`config.mk`:
```
export PLATFORM = sky130hd
export DESIGN_NAME = rst_cause_reg
export DESIGN_NICKNAME = d
export VERILOG_FILES = /design/src/rtl/rcause_pkg.sv /design/src/rtl/rcause_detect.sv /design/src/rtl/rcause_flags.sv /design/src/rtl/rst_cause_reg.sv
export SDC_FILE = /design/constraint.sdc
export NUM_CORES = 1
export LEC_CHECK = 0
export BUFFER_PORTS_ARGS = -buffer_cell sky130_fd_sc_hd__buf_2
export CAP_MARGIN = 10
export CELL_PAD_IN_SITES_DETAIL_PLACEMENT = 1
export CELL_PAD_IN_SITES_GLOBAL_PLACEMENT = 2
export CORE_MARGIN = 2
export CORE_UTILIZATION = 20
export DETAILED_ROUTE_END_ITERATION = 10
export GPL_ROUTABILITY_DRIVEN = 0
export PLACE_DENSITY_LB_ADDON = 0.1
export SETUP_SLACK_MARGIN = 0.15
export SYNTH_ARGS = -nofsm -noshare
export SYNTH_HDL_FRONTEND = slang
export SYNTH_SLANG_ARGS = --single-unit
```
`constraint.sdc`:
```
create_clock -name clk -period 0.8 [get_ports clk]
set_clock_uncertainty 0.1 [all_clocks]
set_input_delay 0.04 -clock clk [delete_from_list [all_inputs] [get_ports clk]]
set_output_delay 0.04 -clock clk [all_outputs]
set_load 0.02 [all_outputs]
```
`src/rtl/rcause_pkg.sv`:
```
package rcause_pkg;
  localparam int NCAUSE = 5;
  // flag vector indices, highest bit is power-on
  localparam int IDX_POR  = 4;
  localparam int IDX_STBY = 3;
  localparam int IDX_WDOG = 2;
  localparam int IDX_EXT  = 1;
  localparam int IDX_SOFT = 0;
endpackage

```
`src/rtl/rcause_detect.sv`:
```
module rcause_detect
  import rcause_pkg::*;
(
  input  logic              clk,
  input  logic              rst,
  input  logic              por_pulse,
  input  logic              stby_pin,
  input  logic              ext_rst_n,
  input  logic              sw_rst_req,
  input  logic              wdt_expire,
  output logic [NCAUSE-1:0] set_vec
);
  logic stby_prev;

  // previous pin level; loaded with the live level in reset so no false edge
  always_ff @(posedge clk) begin
    stby_prev <= stby_pin;
  end

  always_comb begin
    set_vec           = '0;
    set_vec[IDX_POR]  = por_pulse;
    set_vec[IDX_STBY] = stby_pin & ~stby_prev & ~rst;
    set_vec[IDX_WDOG] = wdt_expire;
    set_vec[IDX_EXT]  = ~ext_rst_n;
    set_vec[IDX_SOFT] = sw_rst_req;
  end
endmodule

```
`src/rtl/rcause_flags.sv`:
```
module rcause_flags #(
  parameter int N = 5
) (
  input  logic         clk,
  input  logic         rst,
  input  logic [N-1:0] set_vec,
  input  logic         clr,
  output logic [N-1:0] flags_q
);
  for (genvar i = 0; i < N; i++) begin : g_flag
    always_ff @(posedge clk) begin
      if (rst)             flags_q[i] <= 1'b0;
      else if (set_vec[i]) flags_q[i] <= 1'b1;  // set beats clear
      else if (clr)        flags_q[i] <= 1'b0;
    end
  end
endmodule

```
`src/rtl/rst_cause_reg.sv`:
```
module rst_cause_reg
  import rcause_pkg::*;
#(
  parameter int DATA_W = 8
) (
  input  logic                        clk,
  input  logic                        rst,
  input  logic                        por_pulse,
  input  logic                        stby_pin,
  input  logic                        ext_rst_n,
  input  logic                        sw_rst_req,
  input  logic                        wdt_expire,
  input  logic                        sel,
  input  logic                        rd,
  input  logic                        wr,
  input  logic [DATA_W-1:0]           wdata,
  output logic [DATA_W-1:0]           rdata,
  output logic [DATA_W-NCAUSE-1:0]    wdt_ctl
);
  localparam int CTL_W = DATA_W - NCAUSE;

  logic [NCAUSE-1:0] set_vec;
  logic [NCAUSE-1:0] flag_q;
  logic              rd_hit;
  logic              wr_hit;

  assign rd_hit = sel & rd;
  assign wr_hit = sel & wr;

  rcause_detect u_det (
    .clk        (clk),
    .rst        (rst),
    .por_pulse  (por_pulse),
    .stby_pin   (stby_pin),
    .ext_rst_n  (ext_rst_n),
    .sw_rst_req (sw_rst_req),
    .wdt_expire (wdt_expire),
    .set_vec    (set_vec)
  );

  rcause_flags #(.N(NCAUSE)) u_flags (
    .clk     (clk),
    .rst     (rst),
    .set_vec (set_vec),
    .clr     (rd_hit),
    .flags_q (flag_q)
  );

  // registered read path: flags on top, write-only field reads as zero
  always_ff @(posedge clk) begin
    if (rst)         rdata <= '0;
    else if (rd_hit) rdata <= {flag_q, {CTL_W{1'b0}}};
    else             rdata <= '0;
  end

  // write-only control bits, all ones out of reset
  always_ff @(posedge clk) begin
    if (rst)         wdt_ctl <= '1;
    else if (wr_hit) wdt_ctl <= wdata[CTL_W-1:0];
  end
endmodule

```
Word-level counts from Yosys, hierarchy flattened
Cells that the tools add are included.
{ "totals": {"ff_bits": 17, "input_bits": 18, "output_inout_bits": 11, "elab_cells": 28} }
{ "op_classes": {"eq_ne": 1, "muxes": 6, "n_bitwise": 7, "reduce_logical": 5} }
{ "ops": {"columns": ["operator", "n"], "rows": [
  ["$reduce_bool A2 Y1", 4],
  ["$mux W1", 6],
  ["$and A1 B1 Y1", 4],
  ["$not A1 Y1", 3],
  ["$ne A2 B1 Y1 const B", 1],
  ["$reduce_or A2 Y1", 1]
]} }

Longest topological paths before layout
{ "logic_depth": {"depth_word": 4, "mapped_depth": 3, "ltp_nobuf": 2} }

Modules after synthesis
From an unflattened synthesis, not the netlist that was laid out.
{ "hier_totals": {"hier_cells": 52, "hier_area_um2": 518.0} }
{ "modules_own_cells": {"columns": ["module", "instances", "cells_per_inst", "area_each_um2", "seq_area_each_um2"], "rows": [
  ["rst_cause_reg", 1, 26, 284.0, 160.2],
  ["rcause_flags", 1, 20, 175.2, 100.1],
  ["rcause_detect", 1, 6, 58.8, 20.0]
]} }

Least setup slack after synthesis
OpenSTA, ideal clock, no wires.
{ "synth_timing": {"path_type": "reg-to-reg", "startpoint": "register, netlist name wdt_ctl[0]", "endpoint": "register wdt_ctl[0]", "setup_ns": 0.120, "arrival_ns": 0.611, "required_ns": 0.580, "setup_slack_ns": -0.031, "stages_incl_launch_ff": 2, "n_path_buf": 0, "period_less_slack_ns": 0.831, "cell_sequence": "dfxtp_1 > a211o_1"} }
{ "synth_lines": {"columns": ["element", "line_no", "text"], "rows": [
  ["to (signal assigned)", "rst_cause_reg.sv:59", "else if (wr_hit) wdt_ctl <= wdata[CTL_W-1:0];"],
  ["to (decl)", "rst_cause_reg.sv:18", "output logic [DATA_W-NCAUSE-1:0] wdt_ctl"]
]} }

Worst setup path after layout
{ "layout_timing": {"startpoint": "register wdt_ctl[0]", "endpoint": "output port wdt_ctl[0]"} }
No word-level cell between the ends.

==> results.toml <==
[timing]
fin_ws_ns = -0.0750
hold_viol = 8
fmax_mhz = 1140
setup_violations = 11
whs_ns = -0.134
min_period_ns = 0.875
drv_slew = 0
period_share_pct = 109
tns_ns = -0.560
rsz0062_at_grt = "yes"

[synth]
synthArstFlopShare_pct = 0
ys.flop_type = "dfxtp_1"
avgSynthCellArea_um2 = 11.3
yosysSeqAreaShare_pct = 57.9
synth.distinct_cells = 13
ys_ff_latch = 14
yosys-top-cells-count = "dfxtp_1 (14), nor3b_1 (6)"
netlist_instances = 43
yosysWarningCount = 0
synth_area_leaders = "dfxtp_1 (58%), nor3b_1 (9.3%), a211o_1 (5.4%)"
netlist.top_cell.by_area = "dfxtp_1"
yosysMostFrequentCell = "dfxtp_1"
synth_top_area_share_pct = 57.9
synth-edff-count = 0
netlist_area_um2 = 484

[pwr]
leakage_uw = 0.000354
finalPower_uw = 1490
peakVddDrop_mv = 0.815
power_density_mw_per_mm2 = 1870

[die]
core-area_mm2 = 0.00225
die-area_mm2 = 0.00283
num_io_pins = 29
core.rowCount = 17
die_h_um = 53.2
start_util_pct = 21.5
die_w_um = 53.2

[grt]
grt_pass1_wl_um = 1820
grt_pass1_vias = 415
gr-total-overflow = 0
grt_max_degree = 9
met1_usage_pct = 10.9
met2_usage_pct = 14.6
grt-busiest-layer = "met2"
grtUsageMet3_pct = 3.95
grt_usage_pct = 9.26
antenna_found_initial = 0

[clock_network]
clk_latency_ns = 0.28
cts.htree.levels = 1
cts.sinks = 14
cts_tree = "done"
cts-root-buf = "clkbuf_4"
path_clk_slew_ns = 0.09
numCtsBuffers = 3
clock_path_buffers = 2
cts_hold_buf = 1

[placed_design]
io_buffers = 20
place_hpwl_um = 824
placed_cell_area_um2 = 632

[route]
drt-total-wl_um = 1120
via_count = 412
drt_first_pass_iters = 1
ant_nets = 0
wl_per_cell_um = 11.3
route.detailed.drc = 0
drt_iter0_drc = 0
viasPerCell = 4.16

[worst_setup_path]
start_kind = "flip-flop"
critPathMaxFanout = 2
cpPeakStageDelay_ns = 0.35
ff2ff_setup_slack_ns = -0.02
worst-path-buf-inv = 1
cp.arrival_ns = 0.73
crit_chain = "buf_6"
critPathRequiredTime_ns = 0.66
critPathKind = "reg -> out"
endpoint_kind = "output pin"
cpLargestDelayFamily = "flip-flops"
slowest_stage = "dfxtp_2"

[worst_hold_path]
hold_class = "in -> reg"

[run_status]
violations = "negative hold slack, negative setup slack"
outcome = "complete, but fails checks"

[cells_and_area]
area_growth_pct = 64.1
post-route-cell-area_um2 = 795
drive_above_1_share_pct = 71.8
antenna_cells = 0
fin_nets = 90
fin_util_pct = 35.2

[job]
drv_cap = 0
-- cell type report --
type                            instances  area, um2
Inverter                                1       3.75
Multi-Input combinational cell         26        216
Clock buffer                            4       36.3
Timing Repair Buffer                   26        205
Tap cell                               28       35.0
Fill cell                             279       1460
Sequential cell                        14        298
-- what timing repair did --
item	in CTS	in global routing
hold endpoints to repair	9	6
resized for setup	31	6
setup buffers	0	2
endpoints found under the setup margin	21	21
pin swaps	2	1
-- report_power, final --
group	switching [uW]	leakage (uW)	internal (uW)
clock network	238	0.0000210	277
registers	19.6	0.000118	741
logic	97.5	0.000214	115
total	355	0.000354	1130
-- metal layers --
metal  part of all wire [%]  vias up
met5                      0        -
met4                      0        0
met3                    6.4        0
met2                     51       15
met1                     43      195
li1                       -      202
-- per-stage QoR --
step / hold WS, ns / setup WS, ns / cells
final: -0.134 / -0.0750 / 99
after detailed placement: 0.0605 / -0.0545 / 92
after global placement: 0.0580 / -0.0585 / 92
after floorplan: -0.0323 / 0.00102 / 45
after CTS: -0.148 / -0.0966 / 97
after global routing: -0.146 / -0.113 / 99
-- path summary, 6_finish.rpt --
kind                            from            endpoint  cells after the start
setup / recovery          wdt_ctl[0]          wdt_ctl[0]                      1
hold / removal             por_pulse  u_flags.flags_q[4]                      2
hold reg to reg   u_flags.flags_q[1]  u_flags.flags_q[1]                      1
setup reg to reg  u_flags.flags_q[0]  u_flags.flags_q[0]                      2
-- cells by family (layout without fill, tap and decap cells) --
family / count (synthesis) / count (layout) / synth area share [%]
AO/OA/AOI/OAI: 11 / 11 / 18.3
flip-flops: 14 / 14 / 57.9
other: 1 / 3 / 0.774
buffers and inverters: 5 / 31 / 6.46
AND/OR/NAND/NOR: 12 / 12 / 16.5
-- layout by cell type, fill, tap and decap left out --
cell            n
dfxtp_2        14
buf_2          12
buf_6          10
nor3b_2         5
a21boi_1        3
o21a_1          3
and3_1          3
a211o_1         3
conb_1          3
clkbuf_4        3
buf_4           3
nand2_2         2
a31o_1          2
inv_1           1
nor2_1          1
nor3b_4         1
clkbuf_8        1
dlygate4sd3_1   1
-- flip-flops by register name, indices dropped and copies added (netlist names) --
name / cells
u_flags.flags_q: 5
u_det.stby_prev: 1
rdata: 5
wdt_ctl: 3
(Power assumes the default switching activity.)
